**config.mk**
```make
export PLATFORM = sky130hd
export DESIGN_NAME = csq_sequencer
export DESIGN_NICKNAME = d
export VERILOG_FILES = /design/src/rtl/csq_pkg.sv /design/src/rtl/csq_prbs.sv /design/src/rtl/csq_walker.sv /design/src/rtl/csq_lane_map.sv /design/src/rtl/csq_sequencer.sv
export SDC_FILE = /design/constraint.sdc
export NUM_CORES = 1
export LEC_CHECK = 0
export BUFFER_PORTS_ARGS = -buffer_cell sky130_fd_sc_hd__buf_2
export CORE_AREA = 2 2 206 208
export DETAILED_ROUTE_END_ITERATION = 12
export DIE_AREA = 0 0 208 210
export GPL_TIMING_DRIVEN = 0
export PLACE_DENSITY = 0.53
export SYNTH_ARGS = -nofsm -noshare
export SYNTH_HDL_FRONTEND = slang
export SYNTH_SLANG_ARGS = --single-unit
export TNS_END_PERCENT = 20
```
**constraint.sdc**
```tcl
create_clock -name clk -period 7.8 [get_ports clk]
set_input_delay 1.95 -clock clk [delete_from_list [all_inputs] [get_ports clk]]
set_output_delay 1.95 -clock clk [all_outputs]
set_load 0.01 [all_outputs]
```
**src/rtl/csq_pkg.sv**
```systemverilog
package csq_pkg;

    typedef enum logic [1:0] {
        CR_FULL      = 2'd0,
        CR_QUARTER   = 2'd1,
        CR_EIGHTH    = 2'd2,
        CR_SIXTEENTH = 2'd3
    } cr_mode_e;

    typedef enum logic [1:0] {
        ST_IDLE = 2'd0,
        ST_ARM  = 2'd1,
        ST_SCAN = 2'd2,
        ST_FIN  = 2'd3
    } walk_state_e;

    localparam logic [63:0] PRBS_TAPS = 64'h1B;

    // tiles that share the converter bank in one group
    function automatic int unsigned tiles_per_group(cr_mode_e m, int unsigned ntile);
        case (m)
            CR_QUARTER:   return 4;
            CR_EIGHTH:    return 8;
            CR_SIXTEENTH: return 16;
            default:      return ntile;
        endcase
    endfunction

    function automatic int unsigned groups_per_row(cr_mode_e m, int unsigned ntile);
        case (m)
            CR_QUARTER:   return ntile / 4;
            CR_EIGHTH:    return ntile / 8;
            CR_SIXTEENTH: return ntile / 16;
            default:      return 1;
        endcase
    endfunction

    function automatic int unsigned scans_per_row(cr_mode_e m, int unsigned tile_dim);
        return (m == CR_FULL) ? 1 : tile_dim / 2;
    endfunction

    function automatic logic [63:0] prbs_next(logic [63:0] s);
        return {s[62:0], 1'b0} ^ (s[63] ? PRBS_TAPS : 64'h0);
    endfunction

endpackage

```
**src/rtl/csq_prbs.sv**
```systemverilog
module csq_prbs
    import csq_pkg::*;
#(
    parameter logic [63:0] SEED = 64'h9E37_79B9_7F4A_7C15
) (
    input  logic        clk,
    input  logic        rst,
    input  logic        reseed,
    input  logic        advance,
    output logic [63:0] state
);
    always_ff @(posedge clk) begin
        if (rst || reseed)
            state <= SEED;
        else if (advance)
            state <= prbs_next(state);
    end
endmodule

```
**src/rtl/csq_walker.sv**
```systemverilog
module csq_walker
    import csq_pkg::*;
#(
    parameter int unsigned NTILE    = 16,
    parameter int unsigned TILE_DIM = 16,
    localparam int unsigned RW = $clog2(TILE_DIM),
    localparam int unsigned SW = $clog2(TILE_DIM / 2),
    localparam int unsigned BW = $clog2(NTILE)
) (
    input  logic              clk,
    input  logic              rst,
    input  logic              frame_start,
    input  cr_mode_e          mode_in,
    output cr_mode_e          mode_q,
    output walk_state_e       st_q,
    output logic              pass_q,
    output logic [RW-1:0]     row_q,
    output logic [SW-1:0]     step_q,
    output logic [BW-1:0]     grp_q,
    output logic [BW-1:0]     brow_q
);
    localparam logic [RW-1:0] ROW_END  = RW'(TILE_DIM - 1);
    localparam logic [BW-1:0] BROW_END = BW'(NTILE - 1);

    logic [SW-1:0] step_end;
    logic [BW-1:0] grp_end;
    logic          pass_end;

    always_comb begin
        step_end = SW'(scans_per_row(mode_q, TILE_DIM) - 1);
        grp_end  = BW'(groups_per_row(mode_q, NTILE) - 1);
        pass_end = (step_q == step_end) && (row_q == ROW_END);
    end

    always_ff @(posedge clk) begin
        if (rst) begin
            st_q   <= ST_IDLE;
            mode_q <= CR_FULL;
            pass_q <= 1'b0;
            row_q  <= '0;
            step_q <= '0;
            grp_q  <= '0;
            brow_q <= '0;
        end else begin
            case (st_q)
                ST_IDLE: if (frame_start) begin
                    st_q   <= ST_ARM;
                    mode_q <= mode_in;
                    pass_q <= 1'b0;
                    row_q  <= '0;
                    step_q <= '0;
                    grp_q  <= '0;
                    brow_q <= '0;
                end
                ST_ARM: st_q <= ST_SCAN;
                ST_SCAN: begin
                    if (step_q != step_end) begin
                        step_q <= step_q + 1'b1;
                    end else begin
                        step_q <= '0;
                        row_q  <= (row_q == ROW_END) ? '0 : row_q + 1'b1;
                    end
                    if (pass_end) begin
                        if (!pass_q) begin
                            pass_q <= 1'b1;
                            st_q   <= ST_ARM;
                        end else if (grp_q != grp_end) begin
                            pass_q <= 1'b0;
                            grp_q  <= grp_q + 1'b1;
                            st_q   <= ST_ARM;
                        end else if (brow_q != BROW_END) begin
                            pass_q <= 1'b0;
                            grp_q  <= '0;
                            brow_q <= brow_q + 1'b1;
                            st_q   <= ST_ARM;
                        end else begin
                            st_q   <= ST_FIN;
                        end
                    end
                end
                default: st_q <= ST_IDLE;
            endcase
        end
    end
endmodule

```
**src/rtl/csq_lane_map.sv**
```systemverilog
module csq_lane_map
    import csq_pkg::*;
#(
    parameter int unsigned NTILE    = 16,
    parameter int unsigned TILE_DIM = 16,
    parameter int unsigned NCONV    = 256,
    localparam int unsigned RW = $clog2(TILE_DIM),
    localparam int unsigned SW = $clog2(TILE_DIM / 2)
) (
    input  logic                        scan,
    input  cr_mode_e                    mode,
    input  logic [SW-1:0]               step,
    input  logic [63:0]                 prbs,
    output logic [NTILE*TILE_DIM-1:0]   col_sel,
    output logic [NCONV-1:0]            gate
);
    localparam logic [TILE_DIM-1:0] ONE = TILE_DIM'(1);

    logic        full;
    logic [31:0] gsize;

    always_comb begin
        full  = (mode == CR_FULL);
        gsize = 32'(tiles_per_group(mode, NTILE));
    end

    for (genvar l = 0; l < NTILE; l++) begin : g_lane
        logic [RW-1:0] pos;
        logic          lane_on;
        always_comb begin
            // power-of-two tile width: the add wraps modulo TILE_DIM
            pos     = RW'({step, 1'b0}) + RW'(l);
            lane_on = (32'(l) < gsize);
            if (!scan)
                col_sel[l*TILE_DIM +: TILE_DIM] = '0;
            else if (full)
                col_sel[l*TILE_DIM +: TILE_DIM] = '1;
            else if (lane_on)
                col_sel[l*TILE_DIM +: TILE_DIM] = ONE << pos;
            else
                col_sel[l*TILE_DIM +: TILE_DIM] = '0;
        end
    end

    for (genvar c = 0; c < NCONV; c++) begin : g_conv
        assign gate[c] = scan & (full | prbs[c % 64]);
    end
endmodule

```
**src/rtl/csq_sequencer.sv**
```systemverilog
module csq_sequencer
    import csq_pkg::*;
#(
    parameter int unsigned ARRAY_DIM = 256,
    parameter int unsigned TILE_DIM  = 16,
    parameter logic [63:0] SEED      = 64'h9E37_79B9_7F4A_7C15,
    localparam int unsigned NTILE = ARRAY_DIM / TILE_DIM,
    localparam int unsigned RW    = $clog2(TILE_DIM),
    localparam int unsigned BW    = $clog2(NTILE)
) (
    input  logic                 clk,
    input  logic                 rst,
    input  logic                 frame_start,
    input  logic [1:0]           cr_mode,
    output logic                 busy,
    output logic                 conv_start,
    output logic                 sample_valid,
    output logic                 pass_sig,
    output logic [BW-1:0]        blk_row,
    output logic [BW-1:0]        grp_idx,
    output logic [RW-1:0]        pix_row,
    output logic [ARRAY_DIM-1:0] col_sel,
    output logic [ARRAY_DIM-1:0] conv_gate,
    output logic                 frame_done
);
    localparam int unsigned SW = $clog2(TILE_DIM / 2);

    cr_mode_e    mode_q;
    walk_state_e st_q;
    logic        pass_q;
    logic [RW-1:0] row_q;
    logic [SW-1:0] step_q;
    logic [BW-1:0] grp_q;
    logic [BW-1:0] brow_q;
    logic [63:0]   prbs;

    csq_walker #(.NTILE(NTILE), .TILE_DIM(TILE_DIM)) i_walker (
        .clk(clk), .rst(rst), .frame_start(frame_start),
        .mode_in(cr_mode_e'(cr_mode)), .mode_q(mode_q), .st_q(st_q),
        .pass_q(pass_q), .row_q(row_q), .step_q(step_q),
        .grp_q(grp_q), .brow_q(brow_q)
    );

    csq_prbs #(.SEED(SEED)) i_prbs (
        .clk(clk), .rst(rst), .reseed(st_q == ST_ARM),
        .advance(st_q == ST_SCAN), .state(prbs)
    );

    csq_lane_map #(.NTILE(NTILE), .TILE_DIM(TILE_DIM), .NCONV(ARRAY_DIM)) i_lane_map (
        .scan(st_q == ST_SCAN), .mode(mode_q), .step(step_q), .prbs(prbs),
        .col_sel(col_sel), .gate(conv_gate)
    );

    assign busy         = (st_q != ST_IDLE);
    assign conv_start   = (st_q == ST_ARM);
    assign sample_valid = (st_q == ST_SCAN);
    assign frame_done   = (st_q == ST_FIN);
    assign pass_sig     = pass_q;
    assign blk_row      = brow_q;
    assign grp_idx      = grp_q;
    assign pix_row      = row_q;
endmodule

```
# ---- Yosys cells after proc, flatten, opt, wreduce, memory -nomap -nowiden
# Cells that the tools add are included.
# Widths: inputs -> output; s select.
dict set report totals {
  reg_bits 84
  in_bits 5
  out_inout_bits 529
  wordCells 301
}
dict set report op_classes {
  bitwise_logic 129
  n_shift 16
  n_reduce_logical 13
  eq_ne 17
  n_lt_le_gt_ge 16
  add_sub_neg 21
  n_mux 81
}
# operator n
set ops {}
lappend ops {{$mux 16} 48}
lappend ops {{$shl 1x4->16 const A} 16}
lappend ops {{$and 1x1->1} 64}
lappend ops {{$or 1x1->1} 64}
lappend ops {{$xor 64x64->64} 1}
lappend ops {{$mux 4} 11}
lappend ops {{$lt 4x5->1 const A} 8}
lappend ops {{$add 4x4->4 const B} 8}
lappend ops {{$pmux 4 s2} 3}
lappend ops {{$lt 3x5->1 const A} 4}
lappend ops {{$add 4x1->4 const B} 4}
lappend ops {{$add 4x3->4 const B} 4}
lappend ops {{$ne 2x2->1 const B} 6}
lappend ops {{$pmux 3 s2} 2}
lappend ops {{$lt 1x5->1 const A} 2}
lappend ops {{$lt 2x5->1 const A} 2}
lappend ops {{$mux 2} 5}
lappend ops {{$pmux 5 s2} 1}
lappend ops {{$add 4x2->4 const B} 2}
lappend ops {{$eq 2x2->1 const B} 3}
lappend ops {{$mux 1} 6}
lappend ops {{$mux 3} 2}
lappend ops {{$pmux 2 s3} 1}
lappend ops {{$reduce_and 2->1} 3}
lappend ops {{other kinds (19)} 23}

# ---- Depth between registers and ports, before layout
dict set report depth {
  ltp_word 8
  mapped_depth 9
  ltp_nobuf 7
}

# ---- Modules after synthesis
# A second synthesis with hierarchy kept.
dict set report unflattened {
  hier_cells 943
  area_unflattened_um2 7985.2
}
# module cells_each n_inst area_each_um2 seq_area_each_um2
set modules_own_cells {}
lappend modules_own_cells {csq_lane_map 577 1 4365.4 0.0}
lappend modules_own_cells {csq_prbs 213 1 2322.2 1281.2}
lappend modules_own_cells {csq_walker 149 1 1268.7 400.4}
lappend modules_own_cells {csq_sequencer 4 1 28.8 0.0}

# ---- Worst setup path after synthesis
# No wires, ideal clock.
dict set report synth_timing {
  path_kind {register -> output}
  from {reg i_walker.mode_q[1]}
  to {out col_sel[101]}
  path_buffers 4
  required_ns 5.850
  arrival_ns 4.257
  path_stages_with_launch 8
  path_slack_ns 1.593
  cell_sequence {dfxtp_1 -> clkinv_1 -> clkbuf_1 -> ha_1 -> clkbuf_1 -> buf_1 -> and2_1 -> buf_4}
}
dict set report synth_between {
  elab_chain_len 6
  word_cells_on_any_way 8
  classes_between {order compare: 1; eq/ne: 2; mux: 4; reduce/logical: 1}
}
# element line
set synth_rtl {}
lappend synth_rtl {{start, declared} csq_walker.sv:14} ;# output cr_mode_e mode_q,
lappend synth_rtl {{start signal, assigned} csq_walker.sv:48} ;# mode_q <= mode_in;
lappend synth_rtl {{$eq 2x2->1 or $eq 2x1->1 (tied branches)} csq_pkg.sv:21} ;# case (m)
lappend synth_rtl {{$pmux 5 s2} csq_pkg.sv:21}
lappend synth_rtl {{$lt 3x5->1} csq_lane_map.sv:33} ;# lane_on = (32'(l) < gsize);
lappend synth_rtl {{$mux 16} csq_lane_map.sv:38} ;# else if (lane_on)
lappend synth_rtl {{$mux 16 (*)} csq_lane_map.sv:36} ;# else if (full)
lappend synth_rtl {{$mux 16 (*)} csq_lane_map.sv:34} ;# if (!scan)
lappend synth_rtl {{end, declared} csq_sequencer.sv:22} ;# output logic [ARRAY_DIM-1:0] col_sel,
# Mark *: on every way between the ends. The rest lies on a longest branch, timed or not.

# ---- Worst setup path after layout
dict set report layout_timing {
  from {reg i_walker.mode_q[1]}
  to {out conv_gate[157]}
}
dict set report layout_between {
  elab_chain_len 3
}
# element line
set layout_rtl {}
lappend layout_rtl {{$logic_not 2->1} csq_lane_map.sv:23} ;# full = (mode == CR_FULL);
lappend layout_rtl {{$or 1x1->1} csq_lane_map.sv:46} ;# assign gate[c] = scan & (full | prbs[c % 64]);
lappend layout_rtl {{$and 1x1->1} csq_lane_map.sv:46}
lappend layout_rtl {{end, declared} csq_sequencer.sv:23} ;# output logic [ARRAY_DIM-1:0] conv_gate,
# Every way passes these cells.

==> run summary <==
Post-route clock skew: 0.0109 ns. Counting instances in the post-synthesis netlist gives the leading cell types as buf_4 (383), nor2_1 (199), nand2_1 (132), dfxtp_1 (84), a21oi_1 (76). The tools report the cell at the root of the clock tree as clkbuf_16. The synthesized flop and latch total is 84. In this run the remaining antenna-violating nets after routing total 0. The worst setup path is of the flop to primary output kind. The minimum period implied by the final worst setup slack is 5.88 ns. Max-cap violations in this run came to 0. Final hold analysis gives a worst-case slack of 0.467 ns.

The share of post-route cells with drive strength above 1 was 0.576; the largest buffer count on any clock path was 2. Of all cell types, the one taking the most synthesized area is buf_4. The path class of the tightest hold or removal check is flop to flop.

The power per cell area was 163 mW/mm^2. The met2 track demand over resource in global routing was 0.238; the average via count per standard cell was 3.75. The number of warnings issued by yosys was 0. buf_4 is the most common cell in the netlist. Cts-stage hold buffer count: 0. The stage delay of the slowest cell on the critical path was 0.61 ns. For this run, the detailed router's first-pass iteration total came to 5.

After global routing, the most crowded layer is met2. The register clock-pin slew on the reported worst setup and hold paths is 0.07 ns. Per-cell routed wire length: 14.2 um.

At the end of routability-driven placement, the weighted congestion stood at 0.785. STA classifies the critical path startpoint as a flop. The run finished with clean final reports.

The HPWL reported at the end of detailed placement was 25800 um; the number of standard-cell rows in the floorplan was 75. Category of cells accounting for the largest share of critical-path delay: buffers and inverters. The run gives 0.00752 sq mm as the cell area after synthesis.

The number of global-route vias before repair was 7260; the number of H-tree levels was 3. For the worst setup path, the data required time is 5.85 ns. The critical path contains buffers and inverters numbering 7 combined. The met3 routing resource usage after global routing is 0.0270, and the effective utilization at floorplan is 0.181. For the initial antenna violation count, the log shows 0. Wires add up to 31000 um.

Once the clock tree was built, the setup fixing pass inserted 0 buffers. The growth of design area from synthesis to finish came out at 48.6%. 0 antenna diodes ended up in the layout. Across the VDD grid, the largest voltage drop is 0.0881 mV.

The number of failing hold endpoints at the final stage came out at 0. Synthesis instantiated 47 different standard cells from the library. The signal on the critical path passes through clkinv_1 > clkbuf_1 > ha_1 > clkbuf_1 > clkbuf_1 > buf_1 > nor2_1 > nor2_1 > buf_4 > buf_2. On the critical path, the stage with the largest delay is an instance of clkbuf_1. Setup total negative slack on the finished layout was measured at 0 ns.

The number of nets in the synthesized netlist is 1113. The met1 track utilization from global routing is 0.164. The share of the synthesized area in the top cell type was 0.382; the overall die area was 0.0437 sq mm. After the first detailed-routing iteration, the DRC count stood at 378. For the leakage power, the log shows 7.05 nW.

The number of setup violations in the final report came out at 0. The floorplan die height was 210 um. In this run the standard cell core region covers 0.0415 sq mm. For this design the top-level I/O count stands at 534.

The highest clock rate is 0.170 GHz. The share of flip-flops with an asynchronous set or reset came out at 0. The all-layer global routing usage came out at 0.132. Counting flops with a built-in enable in the synthesized netlist gives 0. Period utilization: 0.754. TritonCTS built the clock tree. The most used cell along the critical path was clkbuf_1. In this run, CTS created clock tree buffers numbering 9. Synthesis handed over a netlist of 1092 instances. The maximum number of pins on one net before global-route repair is 79, and the peak fanout along the critical path is 11. The routed layout has 8186 vias. The sequential fraction of the synthesis area is 0.224, and the minimum setup slack after placement is 2.01 ns. In the routed design, unresolved DRC markers number 0.

The tools report the endpoint arrival time on the critical path as 3.93 ns. Across all setup checks in the final design, the least slack found is 1.92 ns. The synthesized area per cell was 6.88 sq um; the transition time at the pin with the least slew margin was 0.830 ns.

The number of gates resized after CTS was 0. The tools report the endpoint kind of the worst setup timing path as a primary output. In the synthesized netlist the dominant register cell turns out to be dfxtp_1.

Setup repair after global routing left no endpoint under its margin. The post-layout net count is 1658, and the global-route wire length before repair is 44500 um. Number of max-slew violations in the final report: 0. The count of clock tree sinks came out at 84. The global route total overflow is 0, and the number of input and output port buffers inserted is 533. In the post-synthesis netlist, the biggest area contributors are buf_4 (38%), dfxtp_1 (22%), nor2_1 (9.9%). The clock latency on the worst-skew pair came out at 0.35 ns. The width of the chip was 208 um. The normalized max-slew margin was 0.447.
[metrics by stage]
stage / std cells / util / area (sq um) / power (W)
2_1_floorplan: 1092 / - / 7520 / 0.00108
3_3_place_gp: 2164 / 0.262 / 10900 / 0.00144
3_5_place_dp: 2165 / 0.263 / 10900 / 0.00142
4_1_cts: 2181 / 0.269 / 11200 / 0.00187
5_1_grt: 2181 / 0.269 / 11200 / 0.00195
6_report: 2181 / 0.269 / 11200 / 0.00182
[placed cells by master, fill, tap and decap left out, types with 2 or more instances in the layout]
master and n:
dfxtp_1 84, and2_1 3, a21oi_1 76, o21ai_0 6
inv_1 9, or2_2 2, clkinvlp_4 2, nand2_1 132
clkbuf_1 41, nor2_1 199, clkbuf_16 9, buf_2 535
a31oi_1 2, xnor2_1 6, ha_1 16, o311ai_0 5
and3_1 2, o21ai_1 2, o21bai_1 2, o211ai_1 2
buf_4 383, nand4_1 2, inv_6 2, nand2b_1 3
nor2b_1 6, a22oi_1 3, a31o_2 2, buf_1 15
xor2_1 5, nand3_1 41, a211oi_1 3, nor3_1 19
[area by class of cell]
class,instances,area (sq um)
Multi-Input combinational cell,557,2710
Timing Repair Buffer,534,2700
Inverter,10,37.5
Clock buffer,9,225
Sequential cell,84,1680
Fill cell,4591,30300
Buffer,441,3100
Clock inverter,7,57.6
Tap cell,539,674
[worst min-delay path: cells and delay by family (launching register included)]
kind             cells  cell delay, ns
AO/OA/AOI/OAI        1            0.05
flip-flops           1            0.32
AND/OR/NAND/NOR      1            0.06
[path summary, 6_finish.rpt]
| kind | startpoint | to | slack (ns) | depth (start not counted) |
|---|---|---|---|---|
| worst max-delay path | i_walker.mode_q[1] | conv_gate[157] | 1.92 | 10 |
| worst min-delay path | i_prbs.state[55] | i_prbs.state[56] | 0.47 | 2 |
| worst max register to register | i_walker.mode_q[1] | i_walker.grp_q[3] | 4.92 | 8 |
| worst min register to register | i_prbs.state[55] | i_prbs.state[56] | 0.47 | 2 |
[logic make-up (layout without fill, tap and decap cells)]
family / count (synthesis) / after routing / synth area share
AOI/OAI and AO/OA: 111 / 111 / 0.0879
and+or+nand+nor: 417 / 417 / 0.229
adders and majority gates: 16 / 16 / 0.0266
muxes: 2 / 2 / 0.00283
buffers and inverters: 451 / 1001 / 0.417
DFF: 84 / 84 / 0.224
xor gates and xnor gates: 11 / 11 / 0.0128
[sequential cells by signal, summed over array words and instances (netlist names)]
name             cells
i_prbs.state        64
i_walker.brow_q      4
i_walker.grp_q       4
i_walker.row_q       4
i_walker.step_q      3
i_walker.mode_q      2
i_walker.st_q        2
i_walker.pass_q      1
[metal layers]
layer | part of all wire | vias up
met4 | 0.0076 | 0
met3 | 0.059 | 10
met1 | 0.43 | 3695
met2 | 0.50 | 297
li1 | - | 4184
met5 | 0 | -
[where the power goes]
part / switching [W] / total, W / internal [W]
logic: 0.000495 / 0.000921 / 0.000426
clock network: 0.000205 / 0.000426 / 0.000221
registers: 0.0000211 / 0.000476 / 0.000455
total: 0.000721 / 0.00182 / 0.00110
Power figures use the tool's default switching activity.
